==> src/rtl/secreg_pkg.sv <==
package secreg_pkg;

   // Result of one judged table read as it leaves the gate stage.
   typedef struct packed {
      logic       valid;
      logic       viol;
      logic [7:0] data;
   } tr_result_t;

   // True when an address falls at or below the top of the internal region.
   function automatic logic in_internal(input logic [15:0] addr, input logic [15:0] top);
      return addr <= top;
   endfunction

endpackage

==> src/rtl/secreg_store.sv <==
module secreg_store #(
   parameter int              DATA_W    = 8,
   parameter int              ADDR_W    = 16,
   parameter logic [DATA_W-1:0] IMPL_MASK = 8'h87,
   parameter logic [ADDR_W-1:0] SEC_ADDR  = 16'hFFFF,
   parameter int              LOCK_POS  = 0
) (
   input  logic              clk_i,
   input  logic              rst_ni,
   input  logic              prog_mode_i,
   input  logic              wr_i,
   input  logic              erase_i,
   input  logic [ADDR_W-1:0] addr_i,
   input  logic [DATA_W-1:0] wdata_i,
   output logic [DATA_W-1:0] sec_o
);

   localparam logic [DATA_W-1:0] RSVD_ONES = ~IMPL_MASK;

   logic              erase_hit;
   logic              wr_hit;
   logic [DATA_W-1:0] cleared;

   assign erase_hit = prog_mode_i && erase_i;
   assign wr_hit    = prog_mode_i && wr_i && (addr_i == SEC_ADDR) && sec_o[LOCK_POS];
   assign cleared   = (sec_o & wdata_i) | RSVD_ONES;

   for (genvar i = 0; i < DATA_W; i++) begin : g_bit
      if (IMPL_MASK[i]) begin : g_cell
         logic q;
         always_ff @(posedge clk_i or negedge rst_ni) begin
            if (!rst_ni)        q <= 1'b1;
            else if (erase_hit) q <= 1'b1;
            else if (wr_hit)    q <= cleared[i];
         end
         assign sec_o[i] = q;
      end else begin : g_rsvd
         assign sec_o[i] = 1'b1;
      end
   end

   // without erase no stored bit moves from 0 to 1
   p_no_rise_r2: assert property (@(posedge clk_i) disable iff (!rst_ni)
      !(prog_mode_i && erase_i) |=> ((sec_o & ~$past(sec_o)) == '0));

   // erase in programming mode leaves all ones
   p_erase_ones_r3: assert property (@(posedge clk_i) disable iff (!rst_ni)
      (prog_mode_i && erase_i) |=> (sec_o == '1));

   // nothing changes outside programming mode
   p_frozen_normal_r5: assert property (@(posedge clk_i) disable iff (!rst_ni)
      !prog_mode_i |=> $stable(sec_o));

   // a locked register only leaves its value through erase
   p_locked_frozen_r5: assert property (@(posedge clk_i) disable iff (!rst_ni)
      (prog_mode_i && !sec_o[LOCK_POS] && !erase_i) |=> $stable(sec_o));

endmodule

==> src/rtl/secreg_pm_read.sv <==
module secreg_pm_read #(
   parameter int              DATA_W   = 8,
   parameter int              ADDR_W   = 16,
   parameter logic [ADDR_W-1:0] SEC_ADDR = 16'hFFFF,
   parameter int              LOCK_POS = 0
) (
   input  logic              prog_mode_i,
   input  logic [ADDR_W-1:0] addr_i,
   input  logic [DATA_W-1:0] sec_i,
   input  logic [DATA_W-1:0] array_i,
   output logic [DATA_W-1:0] rdata_o
);

   always_comb begin
      if (!prog_mode_i || !sec_i[LOCK_POS]) rdata_o = '1;
      else if (addr_i == SEC_ADDR)          rdata_o = sec_i;
      else                                  rdata_o = array_i;
   end

endmodule

==> src/rtl/secreg_tr_gate.sv <==
module secreg_tr_gate
   import secreg_pkg::*;
#(
   parameter int              DATA_W  = 8,
   parameter int              ADDR_W  = 16,
   parameter logic [ADDR_W-1:0] INT_TOP = 16'h1FFF
) (
   input  logic              clk_i,
   input  logic              rst_ni,
   input  logic              prog_mode_i,
   input  logic              inhibit_n_i,
   input  logic              req_i,
   input  logic [ADDR_W-1:0] pc_i,
   input  logic [ADDR_W-1:0] addr_i,
   input  logic [DATA_W-1:0] data_i,
   output logic              valid_o,
   output logic              viol_o,
   output logic [DATA_W-1:0] data_o
);

   logic exec_int;
   logic tgt_int;
   logic accept;
   logic block;

   assign exec_int = in_internal(16'(pc_i), 16'(INT_TOP));
   assign tgt_int  = in_internal(16'(addr_i), 16'(INT_TOP));
   assign accept   = req_i && !prog_mode_i;
   assign block    = !inhibit_n_i && !exec_int && tgt_int;

   always_ff @(posedge clk_i or negedge rst_ni) begin
      if (!rst_ni) begin
         valid_o <= 1'b0;
         viol_o  <= 1'b0;
         data_o  <= '1;
      end else begin
         valid_o <= accept;
         viol_o  <= accept && block;
         data_o  <= (accept && !block) ? data_i : '1;
      end
   end

   // a violation is only flagged on a result cycle
   p_viol_valid_r12: assert property (@(posedge clk_i) disable iff (!rst_ni)
      viol_o |-> valid_o);

   // a blocked result carries all ones
   p_block_ones_r9: assert property (@(posedge clk_i) disable iff (!rst_ni)
      viol_o |-> (data_o == '1));

   // requests in programming mode yield no result
   p_prog_no_result_r13: assert property (@(posedge clk_i) disable iff (!rst_ni)
      prog_mode_i |=> !valid_o);

   // internally executed reads are never flagged
   p_int_exec_ok_r8: assert property (@(posedge clk_i) disable iff (!rst_ni)
      (req_i && exec_int) |=> !viol_o);

endmodule

==> src/rtl/codeguard_secreg.sv <==
module codeguard_secreg #(
   parameter int DATA_W    = 8,
   parameter int ADDR_W    = 16,
   parameter logic [DATA_W-1:0] IMPL_MASK = 8'h87,
   parameter logic [ADDR_W-1:0] SEC_ADDR  = 16'hFFFF,
   parameter logic [ADDR_W-1:0] INT_TOP   = 16'h1FFF,
   parameter int LOCK_POS  = 0,
   parameter int INH_POS   = 1,
   parameter int ENC_POS   = 2,
   parameter int GAIN_POS  = 7
) (
   input  logic              clk_i,
   input  logic              rst_ni,
   input  logic              prog_mode_i,
   input  logic [ADDR_W-1:0] pm_addr_i,
   input  logic              pm_wr_i,
   input  logic [DATA_W-1:0] pm_wdata_i,
   input  logic              pm_erase_i,
   input  logic [DATA_W-1:0] pm_array_i,
   output logic [DATA_W-1:0] pm_rdata_o,
   input  logic              tr_req_i,
   input  logic [ADDR_W-1:0] tr_pc_i,
   input  logic [ADDR_W-1:0] tr_addr_i,
   input  logic [DATA_W-1:0] tr_data_i,
   output logic              tr_valid_o,
   output logic [DATA_W-1:0] tr_data_o,
   output logic              tr_viol_o,
   output logic              lock_o,
   output logic              enc_en_o,
   output logic              half_gain_o
);

   localparam int POS_MAX = DATA_W - 1;

   if (LOCK_POS > POS_MAX || INH_POS > POS_MAX || ENC_POS > POS_MAX || GAIN_POS > POS_MAX) begin : g_bad_pos
      $error("control bit position outside register width");
   end
   if (!(IMPL_MASK[LOCK_POS] && IMPL_MASK[INH_POS] && IMPL_MASK[ENC_POS] && IMPL_MASK[GAIN_POS])) begin : g_bad_mask
      $error("control bit not marked as implemented");
   end
   if (ADDR_W > 16) begin : g_bad_addr
      $error("address width above 16 not supported");
   end

   logic [DATA_W-1:0] sec;

   secreg_store #(
      .DATA_W(DATA_W), .ADDR_W(ADDR_W), .IMPL_MASK(IMPL_MASK),
      .SEC_ADDR(SEC_ADDR), .LOCK_POS(LOCK_POS)
   ) u_store (
      .clk_i(clk_i), .rst_ni(rst_ni), .prog_mode_i(prog_mode_i),
      .wr_i(pm_wr_i), .erase_i(pm_erase_i), .addr_i(pm_addr_i),
      .wdata_i(pm_wdata_i), .sec_o(sec)
   );

   secreg_pm_read #(
      .DATA_W(DATA_W), .ADDR_W(ADDR_W), .SEC_ADDR(SEC_ADDR), .LOCK_POS(LOCK_POS)
   ) u_pm_read (
      .prog_mode_i(prog_mode_i), .addr_i(pm_addr_i), .sec_i(sec),
      .array_i(pm_array_i), .rdata_o(pm_rdata_o)
   );

   secreg_tr_gate #(
      .DATA_W(DATA_W), .ADDR_W(ADDR_W), .INT_TOP(INT_TOP)
   ) u_tr_gate (
      .clk_i(clk_i), .rst_ni(rst_ni), .prog_mode_i(prog_mode_i),
      .inhibit_n_i(sec[INH_POS]), .req_i(tr_req_i), .pc_i(tr_pc_i),
      .addr_i(tr_addr_i), .data_i(tr_data_i), .valid_o(tr_valid_o),
      .viol_o(tr_viol_o), .data_o(tr_data_o)
   );

   assign lock_o      = !sec[LOCK_POS];
   assign enc_en_o    = !sec[ENC_POS];
   assign half_gain_o = !sec[GAIN_POS];

   // locked reads in programming mode return all ones
   p_locked_ones_r6: assert property (@(posedge clk_i) disable iff (!rst_ni)
      (prog_mode_i && lock_o) |-> (pm_rdata_o == '1));

   // reserved positions read back as ones while unlocked
   p_rsvd_ones_r4: assert property (@(posedge clk_i) disable iff (!rst_ni)
      (prog_mode_i && !lock_o && pm_addr_i == SEC_ADDR) |-> ((pm_rdata_o | IMPL_MASK) == '1));

endmodule

==> config.mk <==
export PLATFORM = sky130hd
export DESIGN_NAME = codeguard_secreg
export DESIGN_NICKNAME = d
export VERILOG_FILES = /design/src/rtl/secreg_pkg.sv /design/src/rtl/secreg_store.sv /design/src/rtl/secreg_pm_read.sv /design/src/rtl/secreg_tr_gate.sv /design/src/rtl/codeguard_secreg.sv
export SDC_FILE = /design/constraint.sdc
export NUM_CORES = 1
export LEC_CHECK = 0
export BUFFER_PORTS_ARGS = -buffer_cell sky130_fd_sc_hd__buf_2
export CAP_MARGIN = 20
export CORE_MARGIN = 3
export CORE_UTILIZATION = 37
export DETAILED_ROUTE_END_ITERATION = 12
export PLACE_DENSITY = 0.95
export SYNTH_ARGS = -nofsm -noshare
export SYNTH_HDL_FRONTEND = slang
export SYNTH_HIERARCHICAL = 1
export SYNTH_SLANG_ARGS = --single-unit
export TNS_END_PERCENT = 1
==> constraint.sdc <==
create_clock -name clk_i -period 3.7 [get_ports clk_i]
set_input_delay 0.74 -clock clk_i [delete_from_list [all_inputs] [get_ports clk_i]]
set_output_delay 0.74 -clock clk_i [all_outputs]
set_load 0.01 [all_outputs]
; Word level (Yosys, flattened, before mapping)
; Cells that the tools add are included.
[word_totals]
reg_bits = 14
inputBits = 78
wordCells = 40
[op_classes]
reduce_logical = 18
n_bitwise = 1
muxes = 11
order_cmp = 2
n_eq_ne = 1
[op_table]
columns = op, n
row1 = $le 16x13->1 const B, 2
row2 = $mux 8, 3
row3 = $eq 16x16->1 const B, 1
row4 = $logic_and 1x1->1, 9
row5 = $and 8x8->8, 1
row6 = $mux 1, 8
row7 = $logic_not 1->1, 7
row8 = $reduce_bool 2->1, 1
row9 = $logic_or 1x1->1, 1

; Logic depth before layout (Yosys ltp)
; Gate-level depths: netlist (run 1).
[depth]
word_depth = 7
ltp_mapped = 5

; Modules after synthesis
; Netlist (run 1), hierarchy kept.
[modules_own_cells]
columns = module, area_each_um2, instances, seq_area_each_um2, cells_per_inst
row1 = secreg_tr_gate, 452.9, 1, 260.2, 32
row2 = secreg_store, 299.0, 1, 105.1, 33
row3 = secreg_pm_read, 181.4, 1, 0.0, 31
row4 = codeguard_secreg, 11.3, 1, 0.0, 3

; Worst setup path before layout (run 1)
; OpenSTA, ideal clock, no wires.
[synth_timing]
path_kind = input port to output port
from = input port pm_addr_i[1]
to = output port pm_rdata_o[1]
slack_ns = 1.229
path_buffers = 1
t_required_ns = 2.960
t_arrival_ns = 1.731
path_stages = 4
cell_sequence = nand4_1 -> or4_1 -> buf_6 -> mux2i_1
[synth_via]
elab_chain_len = 3
[synth_lines]
columns = item, line_no
row1 = start: declaration, codeguard_secreg.sv:15  ; input logic [ADDR_W-1:0] pm_addr_i,
row2 = $eq 16x16->1, secreg_pm_read.sv:16  ; else if (addr_i == SEC_ADDR) rdata_o = sec_i;
row3 = $mux 8, secreg_pm_read.sv:16
row4 = $mux 8, secreg_pm_read.sv:15  ; if (!prog_mode_i || !sec_i[LOCK_POS]) rdata_o = '1;
row5 = end: declaration, codeguard_secreg.sv:20  ; output logic [DATA_W-1:0] pm_rdata_o,
; No other way between the ends.

; Final worst setup path (run 1)
[layout_timing]
from = input port pm_addr_i[1]
to = output port pm_rdata_o[2]
; Same word-level chain as after synthesis.

==> results of run 1 <==
==> worst max-delay path, delay by kind of cell <==
kind | cells | cell delay [ns]
buffers and inverters | 2 | 0.26
multiplexers | 1 | 0.26
AND/OR/NAND/NOR | 2 | 0.85
==> cell usage in the layout, fill, tap and decap left out, drive strengths merged <==
cell,n
a21oi,4
and2,1
buf,68
clkbuf,4
conb,4
dfrtp,2
dfstp,12
inv,11
mux2i,7
nand2,2
nand3,1
nand4,8
nor2,19
nor2b,1
nor3,5
nor3b,1
nor4,1
o211ai,8
or4,2
==> kinds of logic (layout without fill, tap and decap cells) <==
logic type             after synthesis  in the layout
DFF                                 14             14
muxes                                7              7
and+or+nand+nor                     41             41
other                                1              4
AOI/OAI and AO/OA                   12             12
buffers and inverters               24             83
==> metal layers <==
metal / GRT usage / vias to the layer above / share of wire
li1: - / 450 / -
met1: 0.1702 / 412 / 0.36
met2: 0.2805 / 49 / 0.50
met3: 0.05747 / 6 / 0.12
met4: 0.08814 / 0 / 0.024
met5: 0 / - / 0
==> power breakdown <==
group	leakage (nW)	switching [W]	internal, W
logic	0.521	0.0000369	0.0000323
registers	0.153	0.00000103	0.000160
clock network	0.0210	0.0000499	0.0000599
total	0.696	0.0000879	0.000252
==> registers in the layout, summed over array words and instances, names as in the netlist <==
register                count
u_tr_gate/data_o            8
u_store/g_bit.g_cell.q      4
u_tr_gate/valid_o           1
u_tr_gate/viol_o            1
==> cell type report <==
cell class / count / area share
Sequential cell: 14 / 0.2874
Tap cell: 28 / 0.02756
Clock buffer: 4 / 0.02854
Inverter: 11 / 0.03248
Multi-Input combinational cell: 64 / 0.3563
Timing Repair Buffer: 68 / 0.2677
==> Yosys cell counts, drive strengths merged <==
library cell,instances
a21oi,4
clkbuf,1
nor3b,1
o211ai,8
buf,12
dfrtp,2
mux2i,7
nor3,5
conb,1
dfstp,12
nand2,2
or4,2
nor4,1
nor2,19
nor2b,1
nand3,1
and2,1
nand4,8
inv,11
==> stage by stage <==
step	cells	area, sq um	setup WS (ns)	utilization	hold slack [ns]
after global routing	189	1271	0.7848	0.5483	0.3246
after global placement	185	1235	0.9050	0.5327	0.5059
after floorplan	102	955.9	1.229	-	0.4444
after CTS	189	1271	0.8571	0.5483	0.3258
after detailed placement	185	1235	0.8560	0.5327	0.5078
final	189	1271	0.8505	0.5483	0.3314
==> worst paths after layout <==
check / to / slack, ns / cells after the start
worst max-delay path: pm_rdata_o[2] / 0.85 / 5
worst min-delay path: u_tr_gate/valid_o / 0.33 / 1
worst max register to register: u_tr_gate/viol_o / 2.40 / 2
worst min register to register: u_store/g_bit[7].g_cell.q / 0.52 / 2
max in group asynchronous: u_store/g_bit[1].g_cell.q / 3.09 / 1
min in group clk_i: u_store/g_bit[7].g_cell.q / 0.52 / 2
==> results.yml, run 1 <==
status:
  status: "finished clean"
critical_path:
  worstPathMaxFanout: 8
  crit_arrival_ns: 2.11
  path_cells: "buf_2 -> nand4_1 -> or4_1 -> mux2i_1 -> buf_2"
  setup.worst_path.start_class: "input port"
  crit_type: "input port to output port"
  crit_start: "pm_addr_i[1]"
  crit_top_cell: "buf_2"
  endpoint_kind: "output port"
  cp.required_ns: 2.96
  slowest_stage: "or4_1"
  r2r_start: "u_store/g_bit[1].g_cell.q"
  cp_slowest_stage_delay_ns: 0.76
global_route:
  overflow: 0
  grt_max_degree: 16
  grt_usage: 0.1626
  grt_pass1_wl_mm: 4.077
  grt_pass1_vias: 946
  antenna_found_initial: 0
logic_synthesis:
  netlist_instances: 99
  synth.avg_cell_area_sq_um: 9.542
  synth_warnings: 6
  synth-simple-area-share: 0.2623
  synth_xor_area_frac: 0
  netlist_top_cells_area: "dfstp_2 (33%), o211ai_2 (11%), nor2_1 (7.5%)"
  muxShareOfSynthArea: 0.07417
  synth_cell_type_count: 24
  syn_area_sq_um: 944.7
  ys_seq_area_frac: 0.3868
  synth_fa_ha_area_frac: 0
  synth_top_area_frac: 0.3338
  synth_top_family_by_area: "simple AND/OR/NAND/NOR gates"
  synth_top_area_cell: "dfstp_2"
  synth_compound_area_frac: 0.1272
  synth_seq_cells: 14
detailed_routing:
  dr.pass1.iters: 4
  ant_nets: 0
  drc: 0
  vias: 917
  wirelength_mm: 2.367
  routed_via_density: 4.852
  drt_iter0_markers: 11
  routedWlPerCell_microns: 12.52
place:
  port_buffers: 68
  post-dp-hpwl_mm: 2.018
  place_congestion: 0.7650
floorplan:
  start_util: 0.4074
  fp.dieH_microns: 56.53
  coreArea_sq_um: 2318
  io_pins: 99
  fp-row-count: 17
  die_area_sq_um: 3196
  die_x_microns: 56.53
sta:
  worstMarginPinSlew_ns: 0.8856
  setup_viol: 0
  finClkSkew_ns: 0.0008880
  timing.setup.tns_ns: 0
  finalCritPeriodShare: 0.7701
  maxSlewHeadroom: 0.4084
  drv_slew: 0
  finalCriticalPeriod_ns: 2.849
  fmax_ghz: 0.3509
  timing.final.hold_violations: 0
  rsz0062_at_grt: "false"
hold_path:
  holdCritPathClass: "input port to asynchronous set/reset pin"
power:
  p_per_area_nw_per_um2: 267.4
  power.leakage_nw: 0.6957
  report.power.total_w: 0.0003400
  peakVddDrop_mv: 0.2398
clocking:
  root_buffer: "clkbuf_4"
  ctsHoldBuffers: 0
  htreeDepth: 1
  insertion_delay_ns: 0.28
  clk_pin_slew_ns: 0.08
  clock_tree.buffer_depth: 2
  cts_tree: "built"
  cts_resized: 0
  cts.sinks: 14
  cts_setup_buffers: 0
  cts_made_buffers: 3
layout:
  area_growth_pct: 34.57
  drive_above_1_share: 0.6087
  regArea_sq_um: 365.4
  multiInputGateArea_sq_um: 452.9
  fin_nets: 240
  antennaDiodeCount: 0
  n_fill_cell: 225
run:
  cap_violations: 0
Note: power is estimated with default switching activity, not from simulation.
==> run 2: changes to the inputs <==
--- a/config.mk
+++ b/config.mk
@@ -8,9 +8,9 @@
 export BUFFER_PORTS_ARGS = -buffer_cell sky130_fd_sc_hd__buf_2
 export CAP_MARGIN = 20
 export CORE_MARGIN = 3
-export CORE_UTILIZATION = 37
+export CORE_UTILIZATION = 35
 export DETAILED_ROUTE_END_ITERATION = 12
-export PLACE_DENSITY = 0.95
+export PLACE_DENSITY = 0.91
 export SYNTH_ARGS = -nofsm -noshare
 export SYNTH_HDL_FRONTEND = slang
 export SYNTH_HIERARCHICAL = 1
==> constraint.sdc (replaced) <==
create_clock -name clk_i -period 3 [get_ports clk_i]
set_input_delay 0.6 -clock clk_i [delete_from_list [all_inputs] [get_ports clk_i]]
set_output_delay 0.6 -clock clk_i [all_outputs]
set_load 0.01 [all_outputs]
==> run 2 against run 1 <==
Effect of this change:
- final cell count increased by 1.1%
- critical path depth did not move
- count of clock-buffer cells in the layout did not move
- register-to-register slack got worse by 0.70 ns
- via count fell by 1.9%
- sequential share of layout area is 0.17 points higher
- worst hold slack got worse by 0.14 ns
- first-iteration DRC count rose by 110%
==> results.yml, run 2 (synthesized netlist as in run 1, its figures left out) <==
layout:
  top_regs: "u_tr_gate/data_o x8, u_store/g_bit.g_cell.q x4"
  regMostFlops: "u_tr_gate/data_o"
  fin_nets: 240
  n_fill_cell: 258
  antennaDiodeCount: 0
  area_growth_pct: 33.77
  final_util: 0.5010
  multiInputGateArea_sq_um: 452.9
  mostFrequentLayoutCell: "buf_2"
  final_cell_mix: "buf_2 (68), nor2_1 (19), dfstp_2 (12)"
  largest_reg_flops: 8
  design_area_sq_um: 1264
  drive_above_1_share: 0.6025
  regArea_sq_um: 365.4
sta:
  rsz0062_at_grt: "false"
  finalCriticalPeriod_ns: 2.499
  finalCritPeriodShare: 0.8329
  drv_slew: 0
  maxSlewHeadroom: 0.3739
  finClkSkew_ns: 0.003556
  setup_viol: 0
  worstMarginPinSlew_ns: 0.9373
  fmax_ghz: 0.4002
  timing.final.hold_violations: 0
  timing.setup.tns_ns: 0
critical_path:
  slowest_stage: "or4_1"
  cp_slowest_stage_delay_ns: 0.75
  worstPathMaxFanout: 8
  cp.required_ns: 2.40
  crit_top_cell: "buf_2"
  crit_type: "input port to output port"
  path_cells: "buf_2 -> nand4_1 -> or4_1 -> mux2i_1 -> buf_2"
  setup.worst_path.start_class: "input port"
  crit_arrival_ns: 1.90
  endpoint_kind: "output port"
global_route:
  overflow: 0
  grt_pass1_vias: 915
  antenna_found_initial: 0
  grt_max_degree: 16
  grt_usage: 0.1436
  grt_pass1_wl_mm: 3.753
detailed_routing:
  wirelength_mm: 2.292
  drt_iter0_markers: 23
  drc: 0
  vias: 900
  ant_nets: 0
  routedWlPerCell_microns: 12.00
  dr.pass1.iters: 2
  routed_via_density: 4.712
place:
  post-dp-hpwl_mm: 2.015
  place_congestion: 0.8445
  place_area_sq_um: 1237
  port_buffers: 68
clocking:
  cts_tree: "built"
  cts_made_buffers: 3
  clock_tree.buffer_depth: 2
  clk_pin_slew_ns: 0.08
  root_buffer: "clkbuf_4"
  cts.sinks: 14
  cts_setup_buffers: 0
  cts_resized: 0
  htreeDepth: 1
  ctsHoldBuffers: 0
  insertion_delay_ns: 0.28
floorplan:
  die_x_microns: 57.95
  die_area_sq_um: 3358
  io_pins: 99
  fp-row-count: 18
  fp.dieH_microns: 57.95
  coreArea_sq_um: 2522
  start_util: 0.3745
power:
  p_per_area_nw_per_um2: 311.9
  power.leakage_nw: 0.6897
  peakVddDrop_mv: 0.2592
hold_path:
  holdCritPathClass: "input port to asynchronous set/reset pin"
run:
  cap_violations: 0
status:
  status: "finished clean"
run 2: cell types whose count changed in the layout (fill, tap and decap cells not counted):
cell	previous run	this run
clkbuf_8	1	0
clkbuf_1	0	1
run 2: worst max-delay path: cells and delay by family:
family / cells / cell delay [ns]
AND/OR/NAND/NOR: 2 / 0.83
buffers and inverters: 2 / 0.24
multiplexers: 1 / 0.23
run 2: area by class of cell:
| type | instances | share of cell area |
|---|---|---|
| flip-flops and latches | 14 | 0.2891 |
| multi-input cells | 64 | 0.3584 |
| inverters | 11 | 0.03267 |
| clock buffers | 4 | 0.02079 |
| well taps | 30 | 0.02970 |
| repair buffers | 68 | 0.2693 |
run 2: layer usage:
| layer | share of wire | GRT usage | wire length [microns] |
|---|---|---|---|
| met1 | 0.36 | 0.1462 | 836 |
| met2 | 0.51 | 0.2645 | 1166 |
| met3 | 0.11 | 0.04900 | 253 |
| met4 | 0.016 | 0.05960 | 36 |
| met5 | 0 | 0 | 0 |
run 2: where the power goes:
| part | switching, W | leakage, nW | total [W] | internal (W) |
|---|---|---|---|---|
| Combinational | 0.0000451 | 0.521 | 0.0000849 | 0.0000398 |
| Clock | 0.0000593 | 0.0150 | 0.000111 | 0.0000516 |
| Sequential | 0.00000118 | 0.153 | 0.000198 | 0.000197 |
| Total | 0.000106 | 0.690 | 0.000394 | 0.000289 |
run 2: metrics by stage:
step	power [W]	cells	setup WS, ns	hold slack [ns]
after floorplan	0.0002395	102	0.8091	0.3044
after global placement	0.0002845	187	0.4865	0.4987
after detailed placement	0.0002876	187	0.4896	0.5019
after CTS	0.0004004	191	0.4911	0.1900
after global routing	0.0004214	191	0.4010	0.1830
final	0.0003942	191	0.5014	0.1899
run 2: path summary, 6_finish.rpt:
check                                       endpoint  slack (ns)  depth (start not counted)                       from
hold reg to reg            u_store/g_bit[1].g_cell.q        0.52                          2  u_store/g_bit[1].g_cell.q
setup reg to reg                 u_tr_gate/data_o[0]        1.70                          2  u_store/g_bit[1].g_cell.q
max in group asynchronous        u_tr_gate/data_o[2]        2.53                          1                     rst_ni
hold / removal                     u_tr_gate/valid_o        0.19                          1                     rst_ni
min in group clk_i               u_tr_gate/data_o[7]        0.52                          3               tr_data_i[7]
setup / recovery                       pm_rdata_o[1]        0.50                          5               pm_addr_i[1]
